<file path="config.mk">
export PLATFORM = sky130hd
export DESIGN_NAME = evt_tmr
export DESIGN_NICKNAME = d
export VERILOG_FILES = /design/src/rtl/evt_tmr_pkg.sv /design/src/rtl/evt_tmr_counter.sv /design/src/rtl/evt_tmr_chan.sv /design/src/rtl/evt_tmr.sv
export SDC_FILE = /design/constraint.sdc
export NUM_CORES = 2
export LEC_CHECK = 0
export ABC_AREA = 0
export BUFFER_PORTS_ARGS = -buffer_cell sky130_fd_sc_hd__buf_2
export CORE_MARGIN = 4
export CORE_UTILIZATION = 60
export CTS_BUF_LIST = sky130_fd_sc_hd__clkbuf_4
export DETAILED_ROUTE_END_ITERATION = 7
export GPL_TIMING_DRIVEN = 0
export PLACE_DENSITY = 0.83
export SKIP_CTS_REPAIR_TIMING = 1
export SLEW_MARGIN = 20
export SYNTH_ARGS = -nofsm -noshare
export SYNTH_HDL_FRONTEND = slang
export SYNTH_HIERARCHICAL = 1
export SYNTH_SLANG_ARGS = --single-unit
</file>
<file path="constraint.sdc">
create_clock -name clk -period 4.1 [get_ports clk]
set_input_delay 0.615 -clock clk [delete_from_list [all_inputs] [get_ports clk]]
set_output_delay 0.615 -clock clk [all_outputs]
set_load 0.02 [all_outputs]
</file>
<file path="src/rtl/evt_tmr_pkg.sv">
package evt_tmr_pkg;

    // channel control word bit positions
    localparam int CFG_IRQ_EN    = 0;
    localparam int CFG_PERIODIC  = 1;
    localparam int CFG_PER_CAP   = 2;
    localparam int CFG_WIDE_CAP  = 3;
    localparam int CFG_FORCE32   = 4;
    localparam int CFG_LEVEL     = 5;
    localparam int CFG_MSG_EN    = 6;
    localparam int CFG_MSG_CAP   = 7;
    localparam int CFG_SETVAL    = 8;
    localparam int CFG_ROUTE_LSB = 9;
    localparam int ROUTE_FIELD_W = 4;

    // global register addresses
    localparam logic [7:0] A_CAP    = 8'h00;
    localparam logic [7:0] A_PERIOD = 8'h04;
    localparam logic [7:0] A_GCFG   = 8'h08;
    localparam logic [7:0] A_STATUS = 8'h0C;
    localparam logic [7:0] A_CNT_LO = 8'h10;
    localparam logic [7:0] A_CNT_HI = 8'h14;

    // channel windows: addr[7:5] == channel + CH_BASE_IDX
    localparam int CH_BASE_IDX = 2;
    localparam logic [4:0] O_CFG      = 5'h00;
    localparam logic [4:0] O_CMP_LO   = 5'h04;
    localparam logic [4:0] O_CMP_HI   = 5'h08;
    localparam logic [4:0] O_MSG_DATA = 5'h10;
    localparam logic [4:0] O_MSG_ADDR = 5'h14;

    typedef enum logic {
        LD_MATCH  = 1'b0,
        LD_PERIOD = 1'b1
    } load_kind_e;

    typedef struct packed {
        logic       vld;
        load_kind_e kind;
        logic [63:0] val;
    } cmp_load_t;

    typedef struct packed {
        logic [ROUTE_FIELD_W-1:0] route;
        logic setval;
        logic msg_en;
        logic level;
        logic force32;
        logic periodic;
        logic irq_en;
    } ch_cfg_t;

    typedef struct packed {
        ch_cfg_t     cfg;
        logic [63:0] cmp;
        logic [63:0] per;
        logic [31:0] hi_hold;
        logic        status;
        logic        pulse;
        logic        msg_v;
        logic [31:0] mdata;
        logic [31:0] maddr;
    } ch_state_t;

    typedef struct packed {
        logic run;
        logic legacy;
    } gcfg_t;

endpackage

</file>
<file path="src/rtl/evt_tmr_counter.sv">
module evt_tmr_counter #(
    parameter int CW = 64
) (
    input  logic          clk,
    input  logic          rst_n,
    input  logic          run,
    input  logic          lo_we,
    input  logic          hi_we,
    input  logic [31:0]   wdata,
    output logic [CW-1:0] cnt
);
    localparam int HI_W = CW - 32;

    logic [CW-1:0] cnt_d, cnt_q;

    always_comb begin
        cnt_d = cnt_q;
        if (run) begin
            cnt_d = cnt_q + CW'(1);
        end else begin
            if (lo_we) cnt_d[31:0] = wdata;
            if (hi_we) cnt_d[CW-1:32] = wdata[HI_W-1:0];
        end
    end

    always_ff @(posedge clk or negedge rst_n) begin
        if (!rst_n) cnt_q <= '0;
        else        cnt_q <= cnt_d;
    end

    assign cnt = cnt_q;


    cnt_step_chk: assert property (@(posedge clk) disable iff (!rst_n)
        run |=> (cnt_q == $past(cnt_q) + CW'(1)));


    cnt_hold_chk: assert property (@(posedge clk) disable iff (!rst_n)
        (!run && !lo_we && !hi_we) |=> $stable(cnt_q));

endmodule

</file>
<file path="src/rtl/evt_tmr_chan.sv">
module evt_tmr_chan
    import evt_tmr_pkg::*;
#(
    parameter int WR_DELAY = 2
) (
    input  logic                     clk,
    input  logic                     rst_n,
    input  logic [63:0]              cnt,
    input  logic                     run,
    input  logic                     cfg_we,
    input  logic                     cmp_lo_we,
    input  logic                     cmp_hi_we,
    input  logic                     mdata_we,
    input  logic                     maddr_we,
    input  logic                     sts_clr,
    input  logic [31:0]              wdata,
    output logic [31:0]              cfg_rd,
    output logic [63:0]              cmp_rd,
    output logic [31:0]              mdata,
    output logic [31:0]              maddr,
    output logic [ROUTE_FIELD_W-1:0] route,
    output logic                     int_out,
    output logic                     status,
    output logic                     msg_fire
);
    localparam int DLY = (WR_DELAY < 1) ? 1 : WR_DELAY;

    ch_state_t s_d, s_q;
    cmp_load_t pipe_d [DLY];
    cmp_load_t pipe_q [DLY];

    logic        match_c;
    logic        fire_c;
    logic [63:0] adv_cmp;
    cmp_load_t   landing;

    // comparator write pipeline
    always_comb begin
        pipe_d[0].vld  = cmp_lo_we;
        pipe_d[0].kind = (s_q.cfg.periodic && !s_q.cfg.setval) ? LD_PERIOD : LD_MATCH;
        pipe_d[0].val  = {s_q.hi_hold, wdata};
        for (int k = 1; k < DLY; k++) pipe_d[k] = pipe_q[k-1];
    end

    assign landing = pipe_q[DLY-1];

    always_comb begin
        match_c = run && (s_q.cfg.force32 ? (cnt[31:0] == s_q.cmp[31:0])
                                           : (cnt == s_q.cmp));
        fire_c  = match_c && s_q.cfg.irq_en;
        adv_cmp = s_q.cfg.force32 ? {s_q.cmp[63:32], s_q.cmp[31:0] + s_q.per[31:0]}
                                  : s_q.cmp + s_q.per;

        s_d = s_q;

        if (cfg_we) begin
            s_d.cfg.irq_en   = wdata[CFG_IRQ_EN];
            s_d.cfg.periodic = wdata[CFG_PERIODIC];
            s_d.cfg.force32  = wdata[CFG_FORCE32];
            s_d.cfg.level    = wdata[CFG_LEVEL];
            s_d.cfg.msg_en   = wdata[CFG_MSG_EN];
            s_d.cfg.setval   = wdata[CFG_SETVAL];
            s_d.cfg.route    = wdata[CFG_ROUTE_LSB +: ROUTE_FIELD_W];
        end
        if (cmp_hi_we) s_d.hi_hold = wdata;
        if (cmp_lo_we && s_q.cfg.setval) s_d.cfg.setval = 1'b0;
        if (mdata_we) s_d.mdata = wdata;
        if (maddr_we) s_d.maddr = wdata;

        if (match_c && s_q.cfg.periodic) s_d.cmp = adv_cmp;
        if (landing.vld) begin
            if (landing.kind == LD_MATCH) s_d.cmp = landing.val;
            else                          s_d.per = landing.val;
        end

        s_d.pulse = fire_c && !s_q.cfg.level && !s_q.cfg.msg_en;
        s_d.msg_v = fire_c && s_q.cfg.msg_en;
        if (sts_clr) s_d.status = 1'b0;
        if (fire_c && s_q.cfg.level) s_d.status = 1'b1;
    end

    always_ff @(posedge clk or negedge rst_n) begin
        if (!rst_n) begin
            s_q <= '0;
            for (int k = 0; k < DLY; k++) pipe_q[k] <= '0;
        end else begin
            s_q <= s_d;
            for (int k = 0; k < DLY; k++) pipe_q[k] <= pipe_d[k];
        end
    end

    always_comb begin
        cfg_rd = '0;
        cfg_rd[CFG_IRQ_EN]   = s_q.cfg.irq_en;
        cfg_rd[CFG_PERIODIC] = s_q.cfg.periodic;
        cfg_rd[CFG_PER_CAP]  = 1'b1;
        cfg_rd[CFG_WIDE_CAP] = 1'b1;
        cfg_rd[CFG_FORCE32]  = s_q.cfg.force32;
        cfg_rd[CFG_LEVEL]    = s_q.cfg.level;
        cfg_rd[CFG_MSG_EN]   = s_q.cfg.msg_en;
        cfg_rd[CFG_MSG_CAP]  = 1'b1;
        cfg_rd[CFG_SETVAL]   = s_q.cfg.setval;
        cfg_rd[CFG_ROUTE_LSB +: ROUTE_FIELD_W] = s_q.cfg.route;
    end

    assign cmp_rd   = s_q.cmp;
    assign mdata    = s_q.mdata;
    assign maddr    = s_q.maddr;
    assign route    = s_q.cfg.route;
    assign status   = s_q.status;
    assign msg_fire = s_q.msg_v;
    assign int_out  = !s_q.cfg.msg_en && (s_q.cfg.level ? s_q.status : s_q.pulse);


    pulse_src_chk: assert property (@(posedge clk) disable iff (!rst_n)
        s_q.pulse |-> $past(match_c));


    status_src_chk: assert property (@(posedge clk) disable iff (!rst_n)
        $rose(s_q.status) |-> $past(match_c && s_q.cfg.level && s_q.cfg.irq_en));


    setval_clear_chk: assert property (@(posedge clk) disable iff (!rst_n)
        (s_q.cfg.setval && cmp_lo_we) |=> !s_q.cfg.setval);


    msg_src_chk: assert property (@(posedge clk) disable iff (!rst_n)
        s_q.msg_v |-> $past(match_c && s_q.cfg.irq_en && s_q.cfg.msg_en));

endmodule

</file>
<file path="src/rtl/evt_tmr.sv">
module evt_tmr
    import evt_tmr_pkg::*;
#(
    parameter int          NCH        = 3,
    parameter int          NIRQ       = 8,
    parameter int          WR_DELAY   = 2,
    parameter logic [31:0] PERIOD_FS  = 32'd69841279,
    parameter bit          LEGACY_CAP = 1'b1
) (
    input  logic              clk,
    input  logic              rst_n,
    input  logic              bus_sel,
    input  logic              bus_wr,
    input  logic [7:0]        bus_addr,
    input  logic [31:0]       bus_wdata,
    output logic [31:0]       bus_rdata,
    output logic [NIRQ-1:0]   irq_out,
    output logic [1:0]        legacy_irq,
    output logic [NCH-1:0]    msg_valid,
    output logic [NCH*32-1:0] msg_addr,
    output logic [NCH*32-1:0] msg_data
);
    localparam int CNT_W = 64;
    localparam logic [31:0] CAP_WORD = {22'd0, 1'b1, LEGACY_CAP, 8'(NCH - 1)};

    gcfg_t gcfg_d, gcfg_q;

    logic             we;
    logic [4:0]       off;
    logic [CNT_W-1:0] cnt;
    logic [NCH-1:0]   ch_sel;
    logic [NCH-1:0]   ch_int;
    logic [NCH-1:0]   ch_status;
    logic [31:0]      ch_cfg_rd [NCH];
    logic [63:0]      ch_cmp_rd [NCH];
    logic [31:0]      ch_mdata  [NCH];
    logic [31:0]      ch_maddr  [NCH];
    logic [ROUTE_FIELD_W-1:0] ch_route [NCH];

    assign we  = bus_sel && bus_wr;
    assign off = bus_addr[4:0];

    always_comb begin
        gcfg_d = gcfg_q;
        if (we && bus_addr == A_GCFG) begin
            gcfg_d.run    = bus_wdata[0];
            gcfg_d.legacy = bus_wdata[1] && LEGACY_CAP;
        end
    end

    always_ff @(posedge clk or negedge rst_n) begin
        if (!rst_n) gcfg_q <= '0;
        else        gcfg_q <= gcfg_d;
    end

    evt_tmr_counter #(.CW(CNT_W)) u_cnt (
        .clk   (clk),
        .rst_n (rst_n),
        .run   (gcfg_q.run),
        .lo_we (we && bus_addr == A_CNT_LO && !gcfg_q.run),
        .hi_we (we && bus_addr == A_CNT_HI && !gcfg_q.run),
        .wdata (bus_wdata),
        .cnt   (cnt)
    );

    for (genvar c = 0; c < NCH; c++) begin : g_ch
        assign ch_sel[c] = bus_addr[7:5] == 3'(c + CH_BASE_IDX);

        evt_tmr_chan #(.WR_DELAY(WR_DELAY)) u_ch (
            .clk       (clk),
            .rst_n     (rst_n),
            .cnt       (cnt),
            .run       (gcfg_q.run),
            .cfg_we    (we && ch_sel[c] && off == O_CFG),
            .cmp_lo_we (we && ch_sel[c] && off == O_CMP_LO),
            .cmp_hi_we (we && ch_sel[c] && off == O_CMP_HI),
            .mdata_we  (we && ch_sel[c] && off == O_MSG_DATA),
            .maddr_we  (we && ch_sel[c] && off == O_MSG_ADDR),
            .sts_clr   (we && bus_addr == A_STATUS && bus_wdata[c]),
            .wdata     (bus_wdata),
            .cfg_rd    (ch_cfg_rd[c]),
            .cmp_rd    (ch_cmp_rd[c]),
            .mdata     (ch_mdata[c]),
            .maddr     (ch_maddr[c]),
            .route     (ch_route[c]),
            .int_out   (ch_int[c]),
            .status    (ch_status[c]),
            .msg_fire  (msg_valid[c])
        );

        assign msg_data[c*32 +: 32] = ch_mdata[c];
        assign msg_addr[c*32 +: 32] = ch_maddr[c];
    end

    // read path
    always_comb begin
        bus_rdata = '0;
        case (bus_addr)
            A_CAP:    bus_rdata = CAP_WORD;
            A_PERIOD: bus_rdata = PERIOD_FS;
            A_GCFG:   bus_rdata = {30'd0, gcfg_q.legacy, gcfg_q.run};
            A_STATUS: bus_rdata[NCH-1:0] = ch_status;
            A_CNT_LO: bus_rdata = cnt[31:0];
            A_CNT_HI: bus_rdata = cnt[63:32];
            default: begin
                for (int c = 0; c < NCH; c++) begin
                    if (ch_sel[c]) begin
                        case (off)
                            O_CFG:      bus_rdata = ch_cfg_rd[c];
                            O_CMP_LO:   bus_rdata = ch_cmp_rd[c][31:0];
                            O_CMP_HI:   bus_rdata = ch_cmp_rd[c][63:32];
                            O_MSG_DATA: bus_rdata = ch_mdata[c];
                            O_MSG_ADDR: bus_rdata = ch_maddr[c];
                            default:    bus_rdata = '0;
                        endcase
                    end
                end
            end
        endcase
    end

    // interrupt routing with legacy override of channels 0 and 1
    always_comb begin
        irq_out    = '0;
        legacy_irq = '0;
        for (int c = 0; c < NCH; c++) begin
            if (gcfg_q.legacy && c < 2) begin
                legacy_irq[c] = ch_int[c];
            end else begin
                for (int r = 0; r < NIRQ; r++) begin
                    if (ch_route[c] == ROUTE_FIELD_W'(r))
                        irq_out[r] = irq_out[r] | ch_int[c];
                end
            end
        end
    end


    legacy_quiet_chk: assert property (@(posedge clk) disable iff (!rst_n)
        !gcfg_q.legacy |-> (legacy_irq == 2'b00));

endmodule

</file>
==> flow_summary.toml <==
[cells_and_area]
fillCellCount = 8077
area_growth_pct = 12.2
fin_cells = 8517
register_area_um2 = 29400
drive_gt1_share_pct = 29.4
nets = 7115
final_area_um2 = 72700
multi_input_area_um2 = 30300

[detailed_routing]
totalWireLength_mm = 278
vias_per_cell = 6.73
ant_nets = 0
route.vias.total = 57300
drt_iter0_markers = 8455
drc = 8
routed_wire_length_per_instance_um = 32.7
drtPass1Iterations = 8

[global_routing]
gr-total-overflow = 0
antenna_found_initial = 34
grt_use_total_pct = 48.0
grt_max_degree = 146
grt_pass1_wl_mm = 385
grt_pass1_vias = 54000

[synth]
yosysWarnings = 6
synthArstFlopShare_pct = 100
synth-seq-area-share_pct = 45.3
synth_common_cells = "dfrtp_1 (1173), mux2_2 (559), buf_4 (508)"
synth_top_area_share_pct = 45.3
ys_seq_elements = 1173
ys.flop_type = "dfrtp_1"
synth.distinct_cells = 114
syn_area_per_cell_um2 = 10.5
synth_top_area_cell = "dfrtp_1"
syn_inst = 6177
synthTopCellsByArea = "dfrtp_1 (45%), mux2_2 (9.7%), buf_4 (5.9%)"
synth_edf_count = 0
syn_area_um2 = 64800
synth_most_common_cell = "dfrtp_1"

[die]
ios = 281
design.die.area_um2 = 113000
start_util_pct = 60.5
core-area_um2 = 107000
die_w_um = 337
die_y_um = 337
placement_rows = 120

[clock_network]
path_clk_slew_ns = 0.07
tritoncts = "yes"
clock_latency_ns = 1.32
h-tree-depth = 5
clockRootBuffer = "clkbuf_4"
cts_buffers = 323
cts_sinks = 1173
cts_max_path_buffers = 4

[timing]
slew_headroom_pct = 12.0
fin_skew_ns = 0.141
slew_viol_final = 0
fin_crit_sh_pct = 106
post-route-min-period_ns = 4.33
setup_viol = 20
setup_ws_ns = -0.226
rsz0062_at_grt = "no"
worst_slew_pin_slew_ns = 1.32
max_freq_mhz = 231
finalHoldViolCount = 0

[placement]
place_inst = 7925
dp.final_hpwl_mm = 198
place.gp.congestion = 1.06
placed_cell_area_um2 = 68400
port_buffers = 276

[worst_setup_path]
worstPathArrival_ns = 3.71
r2r_slack_ns = 0.04
r2r_start = "u_cnt/cnt[59]"
cp.required_ns = 3.48
timing.rr.end = "g_ch[2].u_ch/cmp_rd[33]"
rr_worst_depth = 10
path_common_cell = "buf_2"
crit_type = "primary input to output port"
cp-end-kind = "output port"
cp-start-kind = "primary input"
crit_path_cell_trace = "buf_4 -> nor3_4 -> buf_2 -> clkbuf_1 -> a32oi_1 -> a31oi_1 -> nor2_1 -> o21ai_1 -> buf_2"
max_stage_delay_ns = 0.55
critPathMaxFanout = 10
crit_slowest_cell = "o21ai_1"

[power]
cellPowerDensity_nw_per_um2 = 361
irDropWorstVdd_uv = 403
cellLeakagePower_nw = 35.8

[worst_hold_path]
worstHoldPathType = "primary input to register"
hold_depth = 1
hold_end = "g_ch[0].u_ch/pipe_d[13]"
min_from = "bus_wdata[13]"

[flow_run]
cap_viol_max_count = 0

[outcome]
status = "finished, violations left"
violations = "DRC, setup timing"
per-layer routing:
metal  GRT usage, %  vias to the layer above  part of all wire, %
met4           29.6                       20                  7.5
met2           66.2                     4806                   41
met1           63.7                    27900                   37
met3           18.7                     1177                   15
li1               -                    23400                    -
met5              0                        -                0.056
final cells by class:
type / instances / share of cell area [%]
Timing Repair Buffer: 316 / 2.70
Clock inverter: 66 / 0.494
Multi-Input combinational cell: 4179 / 41.7
Clock buffer: 442 / 4.57
Buffer: 823 / 7.24
Antenna cell: 53 / 0.182
Inverter: 62 / 0.320
Tap cell: 1403 / 2.42
Sequential cell: 1173 / 40.4
flip-flops by register name, summed over array words and instances, names as in the netlist, 12 cells and up:
register	count
g_ch.u_ch/pipe_d	294
g_ch.u_ch/landing	198
g_ch.u_ch/s_q	195
g_ch.u_ch/cmp_rd	192
g_ch.u_ch/maddr	96
g_ch.u_ch/mdata	96
u_cnt/cnt	64
g_ch.u_ch/cfg_rd	18
g_ch.u_ch/route	12
metrics by stage:
step	power, mW	setup TNS, ns	setup WS (ns)	hold WS (ns)	utilization [%]
after floorplan	14.2	0	0.786	0.319	-
after detailed placement	16.1	-36.22	-0.676	0.335	63.9
after CTS	26.0	-5.38	-0.574	-0.744	67.3
after global placement	16.0	-	-22.09	0.331	63.6
final	26.2	-1.73	-0.226	0.0291	67.9
after global routing	27.0	0	0.00293	-0.0589	67.8
power breakdown:
group	internal (mW)	switching (mW)
combinational	1.00	1.65
clock	5.12	4.95
sequential	12.0	1.51
total	18.1	8.12
worst max-delay path, delay by kind of cell:
kind	cells	cell delay, ns
buf+inv	4	1.32
compound gates	3	1.13
simple gates	2	0.60
how the worst max path moves through the flow:
stage,start,end,slack (ns),cells after the start
after floorplan,bus_addr[3],u_cnt/cnt[17],0.79,11
after global placement,rst_n,g_ch[1].u_ch/pipe_d[113],-22.09,1
after detailed placement,bus_addr[4],u_cnt/cnt[17],-0.68,12
after CTS,bus_addr[4],bus_rdata[25],-0.57,8
after global routing,bus_addr[4],bus_rdata[30],0.003,10
final,bus_addr[2],bus_rdata[13],-0.23,9
placed cells by master (no fill, tap or decap), types with 31 or more instances in the layout:
master and instances:
nand4_1 112, clkbuf_1 154, buf_1 33, a31oi_1 65, o21ai_0 215, clkinv_1 44
mux2i_1 178, inv_1 62, o21bai_1 42, mux2_2 559, a21oi_1 391, o21a_1 32
and2_1 31, nor2b_1 37, clkbuf_4 445, conb_1 66, nor2_1 294, o21ai_1 112
a211oi_1 34, buf_4 510, and3_1 52, xnor2_1 164, o22ai_1 35, ha_1 190
a21o_1 83, nand3_1 180, nand2_1 425, nor4_1 66, a22oi_1 90, nor3_1 42
xor2_1 198, diode_2 53, dfrtp_1 1173, buf_2 379
cell families after synthesis:
group,Yosys count,share of synthesized area [%]
and+or+nand+nor,1415,10.9
AOI/OAI and AO/OA,1405,14.1
DFF,1173,45.3
buffers and inverters,885,8.46
muxes,738,12.5
xor gates and xnor gates,362,4.90
adders and majority gates,193,3.76
other,6,0.0348
Note: power is estimated with default switching activity, not from simulation.
